--- config.mk ---
export PLATFORM = sky130hd
export DESIGN_NAME = fp16_class_tester
export DESIGN_NICKNAME = d
export VERILOG_FILES = /design/src/rtl/fp16cls_pkg.sv /design/src/rtl/fp16cls_decode.sv /design/src/rtl/fp16cls_ctrl.sv /design/src/rtl/fp16cls_datapath.sv /design/src/rtl/fp16_class_tester.sv
export SDC_FILE = /design/constraint.sdc
export NUM_CORES = 1
export LEC_CHECK = 0
export BUFFER_PORTS_ARGS = -buffer_cell sky130_fd_sc_hd__buf_2
export CORE_MARGIN = 2
export CORE_UTILIZATION = 31
export DETAILED_ROUTE_END_ITERATION = 12
export PLACE_DENSITY = 0.79
export SYNTH_ARGS = -nofsm -noshare
export SYNTH_HDL_FRONTEND = slang
export SYNTH_HIERARCHICAL = 1
export SYNTH_SLANG_ARGS = --single-unit
--- constraint.sdc ---
create_clock -name clk -period 1 [get_ports clk]
set_input_delay 0.05 -clock clk [delete_from_list [all_inputs] [get_ports clk]]
set_output_delay 0.05 -clock clk [all_outputs]
set_load 0.1 [all_outputs]
--- src/rtl/fp16cls_pkg.sv ---
package fp16cls_pkg;
  localparam int EXP_W = 5;
  localparam int MAN_W = 10;
  localparam int VAL_W = 1 + EXP_W + MAN_W;
  localparam int SEL_W = 8;

  // Packed so that bit n lines up with select bit n.
  typedef struct packed {
    logic sigNan;   // 7
    logic finNeg;   // 6
    logic denorm;   // 5
    logic negInf;   // 4
    logic posInf;   // 3
    logic negZero;  // 2
    logic posZero;  // 1
    logic quietNan; // 0
  } catHits_t;

  typedef struct packed {
    logic load;     // capture a new result
    logic passBit;  // writemask lets the result through
  } ctrlStrobes_t;
endpackage

--- src/rtl/fp16cls_decode.sv ---
module fp16cls_decode
  import fp16cls_pkg::*;
#(
  parameter int EW = EXP_W,
  parameter int MW = MAN_W,
  localparam int TW = 1 + EW + MW
) (
  input  logic [TW-1:0] val,
  output catHits_t      hits
);
  logic          signBit;
  logic [EW-1:0] expField;
  logic [MW-1:0] manField;
  logic          expOnes;
  logic          expZero;
  logic          manZero;
  logic          isNan;
  logic          isInf;

  assign signBit  = val[TW-1];
  assign expField = val[TW-2:MW];
  assign manField = val[MW-1:0];
  assign expOnes  = &expField;
  assign expZero  = ~|expField;
  assign manZero  = ~|manField;
  assign isNan    = expOnes & ~manZero;
  assign isInf    = expOnes & manZero;

  always_comb begin
    hits          = '0;
    hits.quietNan = isNan & manField[MW-1];
    hits.sigNan   = isNan & ~manField[MW-1];
    hits.posZero  = expZero & manZero & ~signBit;
    hits.negZero  = expZero & manZero & signBit;
    hits.posInf   = isInf & ~signBit;
    hits.negInf   = isInf & signBit;
    hits.denorm   = expZero & ~manZero;
    hits.finNeg   = signBit & ~expOnes;
  end
endmodule

--- src/rtl/fp16cls_ctrl.sv ---
module fp16cls_ctrl
  import fp16cls_pkg::*;
#(
  parameter bit REGISTERED = 1'b1
) (
  input  logic         clk,
  input  logic         rstN,
  input  logic         inValid,
  input  logic         wmBit,
  input  logic         wmEnable,
  output ctrlStrobes_t strobes,
  output logic         outValid
);
  always_comb begin
    strobes.load    = inValid;
    strobes.passBit = ~wmEnable | wmBit;
  end

  generate
    if (REGISTERED) begin : g_reg
      logic validQ;
      always_ff @(posedge clk or negedge rstN) begin
        if (!rstN) validQ <= 1'b0;
        else       validQ <= inValid;
      end
      assign outValid = validQ;
    end else begin : g_comb
      assign outValid = inValid;
    end
  endgenerate
endmodule

--- src/rtl/fp16cls_datapath.sv ---
module fp16cls_datapath
  import fp16cls_pkg::*;
#(
  parameter int MASK_W     = 64,
  parameter bit REGISTERED = 1'b1
) (
  input  logic               clk,
  input  logic               rstN,
  input  logic [VAL_W-1:0]   srcVal,
  input  logic [SEL_W-1:0]   catSel,
  input  ctrlStrobes_t       strobes,
  output logic [MASK_W-1:0]  maskOut
);
  catHits_t    hits;
  logic        anyHit;
  logic        resBit;

  fp16cls_decode #(.EW(EXP_W), .MW(MAN_W)) decode_i (
    .val  (srcVal),
    .hits (hits)
  );

  assign anyHit = |(hits & catSel);
  assign resBit = anyHit & strobes.passBit;

  generate
    if (REGISTERED) begin : g_reg
      logic resQ;
      always_ff @(posedge clk or negedge rstN) begin
        if (!rstN)             resQ <= 1'b0;
        else if (strobes.load) resQ <= resBit;
      end
      assign maskOut = {{(MASK_W-1){1'b0}}, resQ};
    end else begin : g_comb
      assign maskOut = {{(MASK_W-1){1'b0}}, resBit};
    end
  endgenerate
endmodule

--- src/rtl/fp16_class_tester.sv ---
module fp16_class_tester
  import fp16cls_pkg::*;
#(
  parameter int MASK_W     = 64,
  parameter bit REGISTERED = 1'b1
) (
  input  logic              clk,
  input  logic              rstN,
  input  logic              inValid,
  input  logic [15:0]       srcVal,
  input  logic [7:0]        catSel,
  input  logic              wmBit,
  input  logic              wmEnable,
  output logic              outValid,
  output logic [MASK_W-1:0] maskOut
);
  ctrlStrobes_t strobes;

  fp16cls_ctrl #(.REGISTERED(REGISTERED)) ctrl_i (
    .clk      (clk),
    .rstN     (rstN),
    .inValid  (inValid),
    .wmBit    (wmBit),
    .wmEnable (wmEnable),
    .strobes  (strobes),
    .outValid (outValid)
  );

  fp16cls_datapath #(.MASK_W(MASK_W), .REGISTERED(REGISTERED)) dp_i (
    .clk     (clk),
    .rstN    (rstN),
    .srcVal  (srcVal),
    .catSel  (catSel),
    .strobes (strobes),
    .maskOut (maskOut)
  );
endmodule

=== After elaboration in Yosys (flattened, before gate mapping) ===
Cells that the tools add are included.

* Bitwise logic cells: 18
* Reductions and logical operators: 6

{| class="wikitable"
|+ Operator list
! kind !! count
|-
| $and A1 B1 Y1 || 12
|-
| $reduce_or A10 Y1 || 1
|-
| $and A8 B8 Y8 || 1
|-
| $reduce_or A8 Y1 || 1
|-
| $reduce_and A5 Y1 || 1
|-
| $reduce_or A5 Y1 || 1
|-
| $not A1 Y1 || 4
|-
| $logic_not A1 Y1 || 2
|-
| $or A1 B1 Y1 || 1
|}

* Output and inout port bits: 65
* Bits of input ports: 29
* Word-level logic and storage cells: 26
* Register bits: 2

=== Depth between registers and ports, before layout ===
Gate-level depths: netlist of the first run.

* Depth in word-level cells: 7
* Depth in mapped cells: 6
* Mapped depth without buffers: 6

=== By module ===
Netlist of the first run, hierarchy kept.

{| class="wikitable"
|+ By module, submodules not included
! module !! area each (sq um) !! instances !! seq. area each (sq um) !! cells each
|-
| fp16cls_datapath || 565.5 || 1 || 25.0 || 73
|-
| fp16cls_decode || 123.9 || 1 || 0.0 || 21
|-
| fp16cls_ctrl || 38.8 || 1 || 25.0 || 3
|}

=== Worst setup path after synthesis of the first run ===
OpenSTA, ideal clock, no wires.

* Path kind: input -> register
* From: input srcVal[1]
* To: register dp_i.g_reg.resQ
* Required time: 880 ps
* Buffers on the path: 0
* Stages: 6
* Path slack: -174 ps
* Setup time: 120 ps
* Data arrival time: 1054 ps
* Path through: nor4_4 -> and4_1 -> nor3_1 -> a22oi_1 -> nand4_1 -> a31o_1

{| class="wikitable"
|+ RTL lines
! element !! RTL line !! source
|-
| start, declared || fp16_class_tester.sv:10 || <nowiki>input logic [15:0] srcVal,</nowiki>
|-
| end signal, assigned || fp16cls_datapath.sv:31 || <nowiki>else if (strobes.load) resQ <= resBit;</nowiki>
|-
| end, declared || fp16cls_datapath.sv:28 || <nowiki>logic resQ;</nowiki>
|}

==> impl_results.md, run 1 <==
* Status: complete, but fails checks
* Failing checks: negative setup slack
* Synth Cell Area at 728 um2
* Drt pass-1 iters at 3
* Top-count cell post-synth: buf_4
* Footprint of the multi-input gates at 439 um2
* Core area at 0.00221 mm2
* WP data arrival at 1170 ps
* Largest area contributor in the netlist: buf_4
* Asr flop ratio synth at 1.00
* Maxcap violations at 0
* Slowest CP cell: nor4_4
* CP Capture Type: flip-flop
* Slew Limit Fails at 0
* Netlist cell types at 19
* Layout cell share with drive strength beyond 1 at 0.328
* Die height at 52.5 um
* Flop-to-flop setup slack at 180 ps
* Port buffer count at 30
* Worst setup margin at -68.6 ps
* DR iter-0 viols at 4
* Max stage delay on crit path at 270 ps
* Diode count at 0
* CTS H-tree lvls at 1
* CP Max Fanout at 2
* CTS clk-pin slew, worst paths at 30 ps
* Dpl ws at -350 ps
* Initial cell density of the core at 0.329
* Main area contributors after synthesis: buf_4 (67%), dfrtp_1 (6.9%), nor3_1 (4.1%)
* Site Rows at 17
* Nets@finish at 165
* Period utilization at 1.07
* Area grow syn2layout at 10.5%
* Commonest cells post-synth: buf_4 (65), nor2_1 (6), nor3_1 (6)
* Final setup vio count at 1
* I/O pin count at 94
* Synth Area per Inst at 7.51 um2
* RSZ-0062 raised after global routing: yes
* Worst skew pair latency at 220 ps
* Final Power at 0.00148 W
* CP Class: in -> reg
* Dpl hpwl at 1.07 mm
* CTS tree: yes
* Die area at 0.00275 mm2
* CP Launch Type: input pin
* Chip Width at 52.5 um
* P per Cell Area at 1840 mW/mm2
* Post-DRT Antenna Nets at 0
* Top cell family by delay on the critical path: simple AND/OR/NAND/NOR gates
* Seq/Total Area, Yosys at 0.0687
* Crit Reg-Reg Startpoint: dp_i/g_reg.resQ
* Register bit total from synthesis at 2
* Top cell type's share of synthesized area at 0.670
* Post-synth EDFFs at 0
* Clk_skew at 0 ps
* TritonCTS buffer count at 3
* Drc violations at 0
* Root Buffer: clkbuf_4
* Via count at 550
* Synth Warn # at 6
* Final Hold Vio Count at 0
* Worst-path cell chain: buf_6 -> nor4_4 -> and4_1 -> nor3_1 -> a22oi_1 -> nand4_1 -> a31o_1
* WP buf/inv at 1
* Final setup TNS at -68.6 ps
* Initial antenna violation count at 0
* VDD IR max at 0.000787 V
* Cells after Synth at 97
* Via density per instance at 3.40
* Leakage power figure at 0.473 nW
* Min Tclk post-route at 1070 ps
* Clk sinks at 2
* DP Area at 726 um2
* Largest net degree at the start of global routing at 5
* Reg-to-reg endpoint: dp_i/g_reg.resQ
* Per-cell routed wire length at 7.43 um
* Max frequency at 0.936 GHz
* Reg2Reg Depth at 2
* Post-route cell area at 805 um2
* Worst Path Required at 1110 ps
* Total GRT Usage at 0.0840
* Vias in the first global route at 439
* Clock Path Buffers at 2
* Final WL at 1.20 mm
* Global-route wire length before repair at 1.75 mm
* Fill cells at 253
* HP Class: in -> async
* Hold slack at 157 ps
* FF/Latch Area at 50.0 um2
* Routability Congestion at 0.651
* Synth Flop Type: dfrtp_1
* GRT overflow at 0
-- layout by cell type (no fill, tap or decap), types with 2 or more instances in the layout --
cell,instances
a22oi_1,3
buf_12,2
buf_2,26
buf_4,5
buf_6,2
clkbuf_4,3
conb_1,63
dfrtp_1,2
dlygate4sd3_1,2
inv_1,2
nor2_1,6
nor3_1,3
nor3_2,3
-- layer usage --
metal | vias up | wire length, um | track usage
met3 | 0 | 206 | 0.0171
met1 | 236 | 307 | 0.0838
met4 | 0 | 0 | 0.0513
li1 | 264 | - | -
met2 | 50 | 690 | 0.156
met5 | - | 0 | 0
-- layout make-up --
cell class / count / share of cell area
timing repair buffer: 37 / 0.311
inverter: 2 / 0.00933
multi-input combinational: 90 / 0.546
tap: 28 / 0.0435
sequential: 2 / 0.0622
clock buffer: 3 / 0.0280
-- metrics by stage --
step                       util  instances
after floorplan               -        159
after global placement    0.328        157
after detailed placement  0.328        157
after CTS                 0.364        162
after global routing      0.364        162
final                     0.364        162
-- kinds of logic after synthesis --
kind of cell | synth area share
AND/OR/NAND/NOR | 0.177
other | 0.00515
AO/OA/AOI/OAI | 0.0687
buffers and inverters | 0.680
flip-flops | 0.0687
-- flip-flops by register name (all words and copies together) (netlist names) --
signal           flops
dp_i/g_reg.resQ      1
ctrl_i/outValid      1
-- worst register-to-register path, cell delays in order (launching register included) --
cell,delay (ps)
dfrtp_1,390
nor2b_1,140
a31o_1,170
-- worst max-delay path by stage --
stage	start	end	slack, ps	cells after the start
floorplan	srcVal[2]	dp_i/g_reg.resQ	-100	6
global placement	srcVal[2]	dp_i/g_reg.resQ	-320	8
detailed placement	srcVal[2]	dp_i/g_reg.resQ	-350	8
CTS	srcVal[1]	dp_i/g_reg.resQ	-50	7
global route	srcVal[1]	dp_i/g_reg.resQ	-180	7
finish	srcVal[1]	dp_i/g_reg.resQ	-70	7
-- timing repair --
item / 4_1_cts / 5_1_grt
buffers inserted: 0 / 0
pin swaps: 3 / 2
hold buffers: 2 / 0
gates resized for setup: 6 / 0
setup endpoints to repair: 1 / 1
hold endpoints to repair: 3 / 0
-- power breakdown --
group | switching [W] | total, W | internal, W
logic | 0.00112 | 0.00121 | 0.0000959
clock network | 0.0000421 | 0.000174 | 0.000132
registers | 0.00000522 | 0.0000923 | 0.0000871
Note: power is estimated with default switching activity, not from simulation.
==> run 2: changes to the inputs <==
--- a/config.mk
+++ b/config.mk
@@ -6,10 +6,10 @@
 export NUM_CORES = 1
 export LEC_CHECK = 0
 export BUFFER_PORTS_ARGS = -buffer_cell sky130_fd_sc_hd__buf_2
-export CORE_MARGIN = 2
 export CORE_UTILIZATION = 31
 export DETAILED_ROUTE_END_ITERATION = 12
 export PLACE_DENSITY = 0.79
+export RECOVER_POWER = 25
 export SYNTH_ARGS = -nofsm -noshare
 export SYNTH_HDL_FRONTEND = slang
 export SYNTH_HIERARCHICAL = 1
==> impl_results.md, run 2 (synthesis results as in run 1) <==
* Status: complete, but fails checks
* Failing checks: negative setup slack
* Worst skew pair latency at 220 ps
* WP buf/inv at 1
* Area grow syn2layout at 2.92%
* Final Hold Vio Count at 0
* Final setup vio count at 1
* Drc violations at 0
* Critical path origin: srcVal[2]
* Clk sinks at 2
* Maxcap violations at 0
* CTS H-tree lvls at 1
* TritonCTS buffer count at 3
* Top cell family by delay on the critical path: simple AND/OR/NAND/NOR gates
* DR iter-0 viols at 1
* P per Cell Area at 1950 mW/mm2
* Gr busiest metal: met2
* Most frequent cells in the layout: conb_1 (63), buf_2 (25), nor2_1 (6), nor3_1 (6)
* Nets@finish at 161
* FF/Latch Area at 50.0 um2
* Diode count at 0
* Initial cell density of the core at 0.329
* Leakage power figure at 0.450 nW
* Via density per instance at 3.35
* Most common cell after layout, fill and taps aside: conb_1
* Slew Limit Fails at 0
* DP Area at 696 um2
* WP data arrival at 1170 ps
* Fill cells at 243
* Per-cell routed wire length at 6.36 um
* Footprint of the multi-input gates at 415 um2
* Hold slack at 157 ps
* Core area at 0.00221 mm2
* Final Power at 0.00146 W
* Met2 usage at 0.144
* Reg2Reg Depth at 2
* Min Tclk post-route at 1070 ps
* CP Capture Type: flip-flop
* CP Max Fanout at 2
* Clk_skew at 0 ps
* I/O pin count at 94
* Dpl hpwl at 938 um
* Post-DRT Antenna Nets at 0
* Die area at 0.00255 mm2
* Crit Reg-Reg Startpoint: dp_i/g_reg.resQ
* Period utilization at 1.07
* Layout cell share with drive strength beyond 1 at 0.277
* Vias in the first global route at 373
* HP Class: in -> async
* Global-route wire length before repair at 1.45 mm
* Port buffer count at 30
* Dpl ws at -309 ps
* Largest net degree at the start of global routing at 5
* Worst-path cell chain: buf_6 -> nor4_4 -> and4_1 -> nor3_1 -> a22oi_1 -> nand4_1 -> a31o_1
* Drt pass-1 iters at 2
* Site Rows at 17
* Met3 Usage GRT at 0.0212
* CP Launch Type: input pin
* Root Buffer: clkbuf_4
* Instance count on the critical path at 7
* Met1 Use GR at 0.0725
* Initial antenna violation count at 0
* GRT overflow at 0
* Post CTS Setup Buffer Count at 0
* CTS tree: yes
* Max frequency at 0.932 GHz
* CTS clk-pin slew, worst paths at 30 ps
* Via count at 530
* Max stage delay on crit path at 290 ps
* Slowest CP cell: nor4_4
* Die height at 50.5 um
* Chip Width at 50.5 um
* Reg-to-reg endpoint: dp_i/g_reg.resQ
* Worst Path Required at 1100 ps
* VDD IR max at 0.000828 V
* RSZ-0062 raised after global routing: yes
* Post-route cell area at 749 um2
* Clock Path Buffers at 2
* Final WL at 1.01 mm
* Routability Congestion at 0.624
* Final setup TNS at -72.5 ps
* Worst setup margin at -72.5 ps
* CP Class: in -> reg
* Total GRT Usage at 0.0742
* Flop-to-flop setup slack at 180 ps
==> run 2: changes by cell type in the layout (fill, tap and decap cells not counted) <==
cell,delta
nand4_4,-1
clkbuf_1,+1
buf_4,-4
nor3_2,-3
nand4_2,+1
nor3_1,+3
buf_2,-1
==> run 2: worst reg2reg max path, cell delays in order (launching register included) <==
cell and delay [ps]:
dfrtp_1 390, nor2b_1 140, a31o_1 170
==> run 2: area by class of cell <==
class                   count  share of cell area
multi-input cells          90               0.554
repair buffers             33               0.292
flip-flops and latches      2              0.0668
well taps                  28              0.0467
clock buffers               3              0.0301
inverters                   2              0.0100
==> run 2: stage by stage <==
| stage | util | std cells |
|---|---|---|
| after global placement | 0.314 | 153 |
| after CTS | 0.339 | 158 |
| after global routing | 0.339 | 158 |
| after detailed placement | 0.314 | 153 |
| after floorplan | - | 159 |
| final | 0.339 | 158 |
==> run 2: worst max path at each step <==
stage	slack, ps	end
4_1_cts	-60	dp_i/g_reg.resQ
2_1_floorplan	-100	dp_i/g_reg.resQ
5_1_grt	-190	dp_i/g_reg.resQ
3_5_place_dp	-310	dp_i/g_reg.resQ
6_report	-70	dp_i/g_reg.resQ
3_3_place_gp	-300	dp_i/g_reg.resQ
==> run 2: repair_timing <==
item | 4_1_cts | 5_1_grt
hold endpoints to repair | 3 | 0
endpoints found under the setup margin | 1 | 1
hold buffers | 2 | 0
gates resized for setup | 2 | 0
==> run 2: power by group <==
| group | total (W) | leakage [nW] | switching (W) | internal [W] |
|---|---|---|---|---|
| logic | 0.00120 | 0.411 | 0.00111 | 0.0000870 |
| registers | 0.0000921 | 0.0249 | 0.00000495 | 0.0000871 |
| clock network | 0.000169 | 0.0138 | 0.0000377 | 0.000132 |
==> run 2: routing by layer <==
metal / share of wire / up-vias
li1: - / 255
met1: 0.30 / 228
met2: 0.56 / 47
met3: 0.14 / 0
met4: 0 / 0
met5: 0 / -
==> run 3: changes to the inputs <==
==> constraint.sdc (replaced) <==
create_clock -name clk -period 1.4 [get_ports clk]
set_input_delay 0.07 -clock clk [delete_from_list [all_inputs] [get_ports clk]]
set_output_delay 0.07 -clock clk [all_outputs]
set_load 0.1 [all_outputs]
==> impl_results.md, run 3 (synthesis results as in run 1) <==
* Status: finished, final reports clean
* Chip Width at 50.5 um
* Worst-path cell chain: buf_2 -> nor4_4 -> buf_4 -> nand4_2 -> nor3_1 -> a22oi_1 -> nand4_1 -> a31o_1
* Cell Count, Final, Fillers Out at 158
* FF/Latch Area at 50.0 um2
* VDD IR max at 0.000543 V
* Final setup TNS at 0 ps
* Min Tclk post-route at 1170 ps
* Reg2Reg Depth at 2
* Largest net degree at the start of global routing at 5
* Nets@finish at 161
* Area grow syn2layout at -2.92%
* Max frequency at 0.858 GHz
* Most frequent cells in the layout: conb_1 (63), buf_2 (29), nor2_1 (6), nor3_1 (6)
* HP Class: in -> async
* Worst Path Required at 1560 ps
* Routability Congestion at 0.643
* WP data arrival at 1320 ps
* Clk_skew at 0 ps
* TritonCTS buffer count at 3
* Clock Path Buffers at 2
* Port buffer count at 30
* Max stage delay on crit path at 290 ps
* CP Class: in -> reg
* Clk sinks at 2
* RSZ-0062 raised after global routing: no
* Slowest CP cell: nor4_4
* Final Hold Vio Count at 0
* CTS clk-pin slew, worst paths at 30 ps
* Leakage power figure at 0.439 nW
* Root Buffer: clkbuf_4
* Post-cts sizing count at 0
* Final Power at 0.00103 W
* Total GRT Usage at 0.0772
* Fill cells at 260
* Diode count at 0
* Per-cell routed wire length at 6.97 um
* Via count at 535
* P per Cell Area at 1460 mW/mm2
* Worst skew pair latency at 220 ps
* Worst setup margin at 235 ps
* Slew Limit Fails at 0
* Vias in the first global route at 381
* Via density per instance at 3.39
* CP Capture Type: flip-flop
* Die height at 50.5 um
* Layout cell share with drive strength beyond 1 at 0.277
* Drc violations at 0
* Die area at 0.00255 mm2
* Period utilization at 0.832
* Core area at 0.00221 mm2
* Initial cell density of the core at 0.329
* Dpl hpwl at 1.02 mm
* Placed cell count at 153
* CP Max Fanout at 4
* CTS H-tree lvls at 1
* Dpl ws at 12.3 ps
* Hold slack at 166 ps
* Final setup vio count at 0
* Final WL at 1.10 mm
* Post-DRT Antenna Nets at 0
* Maxcap violations at 0
* DR iter-0 viols at 5
* Site Rows at 17
* Initial antenna violation count at 0
* CTS tree: yes
* Footprint of the multi-input gates at 415 um2
* Most common cell after layout, fill and taps aside: conb_1
* GRT overflow at 0
* Drt pass-1 iters at 4
* Global-route wire length before repair at 1.45 mm
* I/O pin count at 94
* CP Launch Type: input pin
-- run 3: layout make-up --
class | instances | area share
clock buffer | 3 | 0.0319
inverter | 2 | 0.0106
multi-input combinational | 90 | 0.588
sequential | 2 | 0.0708
tap | 28 | 0.0496
timing repair buffer | 33 | 0.250
-- run 3: power breakdown --
| group | switching, W | internal, W |
|---|---|---|
| Clock | 0.0000319 | 0.0000945 |
| Combinational | 0.000794 | 0.0000455 |
| Sequential | 0.00000125 | 0.0000621 |
| Total | 0.000827 | 0.000202 |
-- run 3: final timing paths --
kind / slack [ps] / startpoint / endpoint
worst max-delay path: 230 / srcVal[1] / dp_i/g_reg.resQ
worst min-delay path: 170 / rstN / ctrl_i/outValid
worst max register to register: 630 / dp_i/g_reg.resQ / dp_i/g_reg.resQ
worst min register to register: 580 / dp_i/g_reg.resQ / dp_i/g_reg.resQ
max in group asynchronous: 1110 / rstN / dp_i/g_reg.resQ
min in group clk: 170 / wmEnable / dp_i/g_reg.resQ
-- run 3: metrics by stage --
step / area [um2] / utilization
final: 707 / 0.320
after global placement: 666 / 0.301
after detailed placement: 666 / 0.301
after global routing: 707 / 0.320
after CTS: 708 / 0.320
after floorplan: 961 / -
-- run 3: critical path, delay by kind of cell --
kind,cells,cell delay [ps]
AO/OA/AOI/OAI,2,260
AND/OR/NAND/NOR,4,730
buffers and inverters,2,270
-- run 3: timing repair --
| action | 4_1_cts | 5_1_grt |
|---|---|---|
| setup buffers | 0 | 0 |
| hold buffers | 2 | 0 |
| hold endpoints to repair | 3 | 0 |
-- run 3: metal layers --
metal  vias up  global-route usage  routed length, um
li1        258                   -                  -
met1       221              0.0829                393
met2        56               0.131                538
met3         0             0.00909                169
met4         0              0.0694                  0
met5         -                   0                  0
